===== config.mk =====
export PLATFORM = sky130hd
export DESIGN_NAME = nv_shadow_seq
export DESIGN_NICKNAME = d
export VERILOG_FILES = /design/src/rtl/nv_seq_pkg.sv /design/src/rtl/nv_req_arb.sv /design/src/rtl/nv_wr_latch.sv /design/src/rtl/nv_op_timer.sv /design/src/rtl/nv_shadow_seq.sv
export SDC_FILE = /design/constraint.sdc
export NUM_CORES = 1
export LEC_CHECK = 0
export CAP_MARGIN = 10
export CORE_MARGIN = 2
export CORE_UTILIZATION = 52
export DETAILED_ROUTE_END_ITERATION = 12
export PLACE_DENSITY = 0.78
export RECOVER_POWER = 100
export SLEW_MARGIN = 20
export SYNTH_ARGS = -nofsm -noshare
export SYNTH_HDL_FRONTEND = slang
export SYNTH_HIERARCHICAL = 1
export SYNTH_SLANG_ARGS = --single-unit

===== constraint.sdc =====
create_clock -name clk_i -period 2.7 [get_ports clk_i]
set_input_delay 0.405 -clock clk_i [delete_from_list [all_inputs] [get_ports clk_i]]
set_output_delay 0.405 -clock clk_i [all_outputs]
set_load 0.03 [all_outputs]

===== src/rtl/nv_seq_pkg.sv =====
package nv_seq_pkg;
  typedef enum logic [3:0] {
    S_OFF, S_IDLE, S_ERASE, S_PROG, S_CLEAR, S_XFER, S_HOLD, S_WAIT_REL, S_LOCK
  } seq_state_e;

  typedef enum logic [1:0] {OP_NONE, OP_STORE, OP_RECALL, OP_HOLD} seq_op_e;
endpackage


===== src/rtl/nv_req_arb.sv =====
module nv_req_arb
  import nv_seq_pkg::*;
(
  input  logic    ext_low_i,
  input  logic    dirty_i,
  input  logic    sw_store_i,
  input  logic    sw_recall_i,
  output seq_op_e op_o
);
  always_comb begin
    if (ext_low_i)                    op_o = dirty_i ? OP_STORE : OP_HOLD;
    else if (sw_store_i && dirty_i)   op_o = OP_STORE;
    else if (sw_recall_i)             op_o = OP_RECALL;
    else                              op_o = OP_NONE;
  end
endmodule


===== src/rtl/nv_wr_latch.sv =====
module nv_wr_latch (
  input  logic clk_i,
  input  logic rst_ni,
  input  logic set_i,
  input  logic clr_i,
  output logic q_o
);
  always_ff @(posedge clk_i or negedge rst_ni) begin
    if (!rst_ni)     q_o <= 1'b0;
    else if (clr_i)  q_o <= 1'b0;
    else if (set_i)  q_o <= 1'b1;
  end
endmodule


===== src/rtl/nv_op_timer.sv =====
module nv_op_timer #(
  parameter int unsigned W = 4
) (
  input  logic         clk_i,
  input  logic         rst_ni,
  input  logic         load_i,
  input  logic [W-1:0] load_val_i,
  output logic         zero_o
);
  logic [W-1:0] cnt_q;

  always_ff @(posedge clk_i or negedge rst_ni) begin
    if (!rst_ni)          cnt_q <= '0;
    else if (load_i)      cnt_q <= load_val_i;
    else if (cnt_q != '0) cnt_q <= cnt_q - 1'b1;
  end

  assign zero_o = (cnt_q == '0);
endmodule


===== src/rtl/nv_shadow_seq.sv =====
module nv_shadow_seq
  import nv_seq_pkg::*;
#(
  parameter int unsigned ERASE_CYC = 4,
  parameter int unsigned PROG_CYC  = 6,
  parameter int unsigned CLEAR_CYC = 3,
  parameter int unsigned XFER_CYC  = 5,
  parameter int unsigned LOCK_CYC  = 4
) (
  input  logic clk_i,
  input  logic rst_ni,
  input  logic supply_ok_i,
  input  logic sram_wr_i,
  input  logic sw_store_i,
  input  logic sw_recall_i,
  input  logic hs_ext_low_i,
  output logic hs_drive_o,
  output logic inhibit_o,
  output logic erase_o,
  output logic program_o,
  output logic clear_o,
  output logic xfer_o,
  output logic done_o
);
  localparam int unsigned MAX_A = (ERASE_CYC > PROG_CYC) ? ERASE_CYC : PROG_CYC;
  localparam int unsigned MAX_B = (CLEAR_CYC > XFER_CYC) ? CLEAR_CYC : XFER_CYC;
  localparam int unsigned MAX_C = (MAX_A > MAX_B) ? MAX_A : MAX_B;
  localparam int unsigned MAX_CYC = (MAX_C > LOCK_CYC) ? MAX_C : LOCK_CYC;
  localparam int unsigned CW = (MAX_CYC < 2) ? 1 : $clog2(MAX_CYC);
  localparam logic [CW-1:0] LD_ERASE = CW'(ERASE_CYC - 1);
  localparam logic [CW-1:0] LD_PROG  = CW'(PROG_CYC - 1);
  localparam logic [CW-1:0] LD_CLEAR = CW'(CLEAR_CYC - 1);
  localparam logic [CW-1:0] LD_XFER  = CW'(XFER_CYC - 1);
  localparam logic [CW-1:0] LD_LOCK  = CW'(LOCK_CYC - 1);

  seq_state_e state_q, state_d;
  seq_op_e    op;
  logic          dirty, tmr_zero, tmr_load, op_end, done_q;
  logic [CW-1:0] tmr_val;

  nv_req_arb u_arb (
    .ext_low_i  (hs_ext_low_i),
    .dirty_i    (dirty),
    .sw_store_i (sw_store_i),
    .sw_recall_i(sw_recall_i),
    .op_o       (op)
  );

  nv_op_timer #(.W(CW)) u_tmr (
    .clk_i     (clk_i),
    .rst_ni    (rst_ni),
    .load_i    (tmr_load),
    .load_val_i(tmr_val),
    .zero_o    (tmr_zero)
  );

  // final cycle of a save or restore
  assign op_end = supply_ok_i && tmr_zero && (state_q == S_PROG || state_q == S_XFER);

  nv_wr_latch u_dirty (
    .clk_i (clk_i),
    .rst_ni(rst_ni),
    .set_i (sram_wr_i && !inhibit_o),
    .clr_i (op_end),
    .q_o   (dirty)
  );

  always_comb begin
    state_d  = state_q;
    tmr_load = 1'b0;
    tmr_val  = '0;
    if (!supply_ok_i) begin
      state_d = S_OFF;
    end else begin
      unique case (state_q)
        S_OFF: begin
          state_d = S_CLEAR; tmr_load = 1'b1; tmr_val = LD_CLEAR;
        end
        S_IDLE: begin
          unique case (op)
            OP_STORE:  begin state_d = S_ERASE; tmr_load = 1'b1; tmr_val = LD_ERASE; end
            OP_RECALL: begin state_d = S_CLEAR; tmr_load = 1'b1; tmr_val = LD_CLEAR; end
            OP_HOLD:   state_d = S_HOLD;
            default:   state_d = S_IDLE;
          endcase
        end
        S_ERASE: if (tmr_zero) begin
          state_d = S_PROG; tmr_load = 1'b1; tmr_val = LD_PROG;
        end
        S_PROG: if (tmr_zero) begin
          if (hs_ext_low_i) state_d = S_WAIT_REL;
          else begin state_d = S_LOCK; tmr_load = 1'b1; tmr_val = LD_LOCK; end
        end
        S_CLEAR: if (tmr_zero) begin
          state_d = S_XFER; tmr_load = 1'b1; tmr_val = LD_XFER;
        end
        S_XFER:     if (tmr_zero) state_d = S_IDLE;
        S_HOLD:     if (!hs_ext_low_i) state_d = S_IDLE;
        S_WAIT_REL: if (!hs_ext_low_i) begin
          state_d = S_LOCK; tmr_load = 1'b1; tmr_val = LD_LOCK;
        end
        S_LOCK:     if (tmr_zero) state_d = S_IDLE;
        default:    state_d = S_OFF;
      endcase
    end
  end

  always_ff @(posedge clk_i or negedge rst_ni) begin
    if (!rst_ni) begin
      state_q <= S_OFF;
      done_q  <= 1'b0;
    end else begin
      state_q <= state_d;
      done_q  <= op_end;
    end
  end

  assign erase_o    = (state_q == S_ERASE);
  assign program_o  = (state_q == S_PROG);
  assign clear_o    = (state_q == S_CLEAR);
  assign xfer_o     = (state_q == S_XFER);
  assign hs_drive_o = erase_o || program_o || clear_o || xfer_o;
  assign inhibit_o  = (state_q != S_IDLE) || hs_ext_low_i || !supply_ok_i;
  assign done_o     = done_q;

  a_r3_one_strobe: assert property (@(posedge clk_i) disable iff (!rst_ni)
    $onehot0({erase_o, program_o, clear_o, xfer_o}));
  a_r3_prog_after_erase: assert property (@(posedge clk_i) disable iff (!rst_ni)
    $rose(program_o) |-> $past(erase_o));
  a_r4_xfer_after_clear: assert property (@(posedge clk_i) disable iff (!rst_ni)
    $rose(xfer_o) |-> $past(clear_o));
  a_r2_drive_starts_phase: assert property (@(posedge clk_i) disable iff (!rst_ni)
    $rose(hs_drive_o) |-> (erase_o || clear_o));
  a_r10_done_follows_phase: assert property (@(posedge clk_i) disable iff (!rst_ni)
    done_o |-> ($past(program_o) || $past(xfer_o)));
  a_r8_done_clears_dirty: assert property (@(posedge clk_i) disable iff (!rst_ni)
    done_o |-> !dirty);
  a_r11_supply_loss_release: assert property (@(posedge clk_i) disable iff (!rst_ni)
    !supply_ok_i |=> !hs_drive_o);
endmodule


==> impl_metrics.toml <==
[run_status]
status = "completed"

[critical_path]
worstPathRequired_ns = 2.30
cp.arrival_ns = 2.11
crit_path_end_kind = "output pin"
r2r-end = "u_tmr/cnt_q[0]$_DFFE_PN0P_"
slowest_stage = "dlygate4sd3_1"
reg2reg_from = "u_tmr/cnt_q[0]$_DFFE_PN0P_"
cp_max_fo = 17
critPathMaxStageDelay_ns = 0.73
crit_chain = "nor2_1 > and3_1 > dlygate4sd3_1"
critPathTopFamily = "buffers and inverters"
path_buf_inv = 1
start_kind = "flip-flop"
reg2reg_slack_ns = 0.33
rr_worst_depth = 10
worst-setup-path-type = "flip-flop to output pin"

[yosys]
netlist_area_um2 = 875.8
synth_top_flop_cell = "dfrtp_1"
synth_async_sr_flop_share = 1.000
synth_fp_nets = 115
syn-instance-count = 101
synth-seq-cells = 9
synth-edff-count = 0
yosysWarnings = 6
yosysUniqueCellTypes = 41
yosysSeqAreaShare = 0.2571
avgSynthCellArea_um2 = 8.672

[route]
num_vias = 778
first_pass_iters = 4
drt_wl_total_mm = 1.827
drc = 0
vias_per_cell = 5.939
drtAntennaViolNets = 0
dr.first_iter.drc_count = 32
wl_per_cell_um = 13.95

[timing]
period_needed_ns = 2.519
finalHoldViolations = 0
rsz0062_at_grt = "false"
hold-worst-slack_ns = 0.4932
fin_tns_setup_ns = 0
worst_pin_slew_ns = 0.5547
period_share = 0.9331
finClkSkew_ns = 0.003045
finalSetupViolCount = 0
relSlewSlack = 0.6302
drv_slew = 0
clock.fmax_mhz = 396.9

[run]
drv_cap = 0

[finish]
final_cell_mix = "9 x inv_1, 9 x dfrtp_1, 8 x nor2_1, 8 x nor2b_1"
fill_cells = 137
fin_cells = 131
synthToLayoutAreaGrowth_pct = 15.57
fin_nets = 130
n_antenna_cell = 0
drive_gt1_frac = 0.07826

[cts]
clock_path_buffers = 2
cts_tree = "built"
post_cts_resize_count = 0
hold_buffers = 0
cts-htree-levels = 1
cts_setup_buffers = 0
clock-root-buffer = "clkbuf_4"
clkSinkCount = 9
clk_pin_slew_ns = 0.06
numCtsBuffers = 3
clock_latency_ns = 0.27

[die]
core_mm2 = 0.001541
fp.dieW_um = 45.04
start_util = 0.5682
rows = 14
die_h_um = 45.04
die_area_mm2 = 0.002029
pin_count = 14

[global_route]
grt-ovfl-total = 0
grt_pass1_wl_mm = 3.215
antenna_found_initial = 0
grt_usage = 0.2189
grt_pass1_vias = 715
grt_max_degree = 19

[placed_design]
io_buffers = 13
place_hpwl_mm = 1.372
place_inst = 127
gp_congestion = 0.8239

[min_path]
hold_path.class = "input pin to async pin"

[pwr]
vdd_drop_max_mv = 0.4860
p_total_w = 0.0009092
powerDensity_mw_per_mm2 = 898.2
leakagePower_nw = 0.4653
worst max-delay path by stage:
stage / start / end / slack [ns] / cells past startpoint
2_1_floorplan: state_q[1]$_DFFE_PN0P_ / clear_o / 0.57 / 3
3_3_place_gp: hs_ext_low_i / u_tmr/cnt_q[0]$_DFFE_PN0P_ / 0.05 / 10
3_5_place_dp: hs_ext_low_i / u_tmr/cnt_q[1]$_DFFE_PN0P_ / -0.04 / 10
4_1_cts: state_q[1]$_DFFE_PN0P_ / inhibit_o / 0.19 / 3
5_1_grt: hs_ext_low_i / u_tmr/cnt_q[1]$_DFFE_PN0P_ / 0.04 / 10
6_report: state_q[2]$_DFFE_PN0P_ / erase_o / 0.18 / 3
registers in the layout, indices dropped and copies added, names as in the netlist:
signal	cells
state_q	4
u_tmr/cnt_q	3
done_o	1
u_dirty/q_o	1
layer usage:
layer	share of wire	up-vias	GRT usage
met5	0	-	0
met4	0.019	0	0.07059
met3	0.055	4	0.06400
met2	0.44	26	0.2943
met1	0.49	360	0.3317
li1	-	388	-
power by group:
group | switching (W) | total [W] | internal (W)
Combinational | 0.000276 | 0.000526 | 0.000250
Sequential | 0.0000921 | 0.000275 | 0.000183
Clock | 0.0000514 | 0.000109 | 0.0000572
Total | 0.000419 | 0.000909 | 0.000490
cell type report:
cell class              instances  area, um^2  area share
clock buffers                   4       26.28     0.02596
repair buffers                 15       145.1      0.1434
inverters                      10       37.54     0.03708
well taps                      16       20.02     0.01978
flip-flops and latches          9       225.2      0.2225
multi-input cells              77       558.0      0.5513
cells by family after synthesis:
group | Yosys count | share of synthesized area
AO/OA/AOI/OAI | 28 | 0.2500
flip-flops | 9 | 0.2571
buffers and inverters | 15 | 0.09141
AND/OR/NAND/NOR | 39 | 0.2700
adder cells (fa/ha/maj) | 7 | 0.1000
XOR/XNOR | 2 | 0.02000
multiplexers | 1 | 0.01143
synth_stat cells (2+ instances only):
| library cell | n | area [um^2] |
|---|---|---|
| a22o_1 | 2 | 17.52 |
| nor3_1 | 3 | 15.01 |
| o21a_1 | 3 | 22.52 |
| buf_4 | 2 | 15.01 |
| o21ai_1 | 2 | 10.01 |
| o21ai_0 | 3 | 15.01 |
| ha_1 | 7 | 87.58 |
| nor4b_1 | 3 | 26.28 |
| or3b_1 | 2 | 17.52 |
| xor2_1 | 2 | 17.52 |
| nor2_1 | 8 | 30.03 |
| nand2b_1 | 3 | 18.77 |
| buf_6 | 2 | 22.52 |
| nand2_1 | 3 | 11.26 |
| dfrtp_1 | 9 | 225.2 |
| nor2b_1 | 8 | 50.05 |
| a31oi_1 | 2 | 12.51 |
| inv_1 | 9 | 33.78 |
| a21oi_1 | 4 | 20.02 |
| a221oi_1 | 2 | 17.52 |
| or2_1 | 2 | 12.51 |
per-stage QoR:
step                area [um^2]  setup slack, ns  utilization
finish                     1012           0.1806       0.6567
global route               1012          0.04258       0.6567
CTS                        1025           0.1930       0.6648
detailed placement        998.5         -0.03729       0.6477
global placement          998.5          0.04834       0.6477
floorplan                 875.8           0.5660            -
No activity file was read; power rests on OpenSTA's default activity.
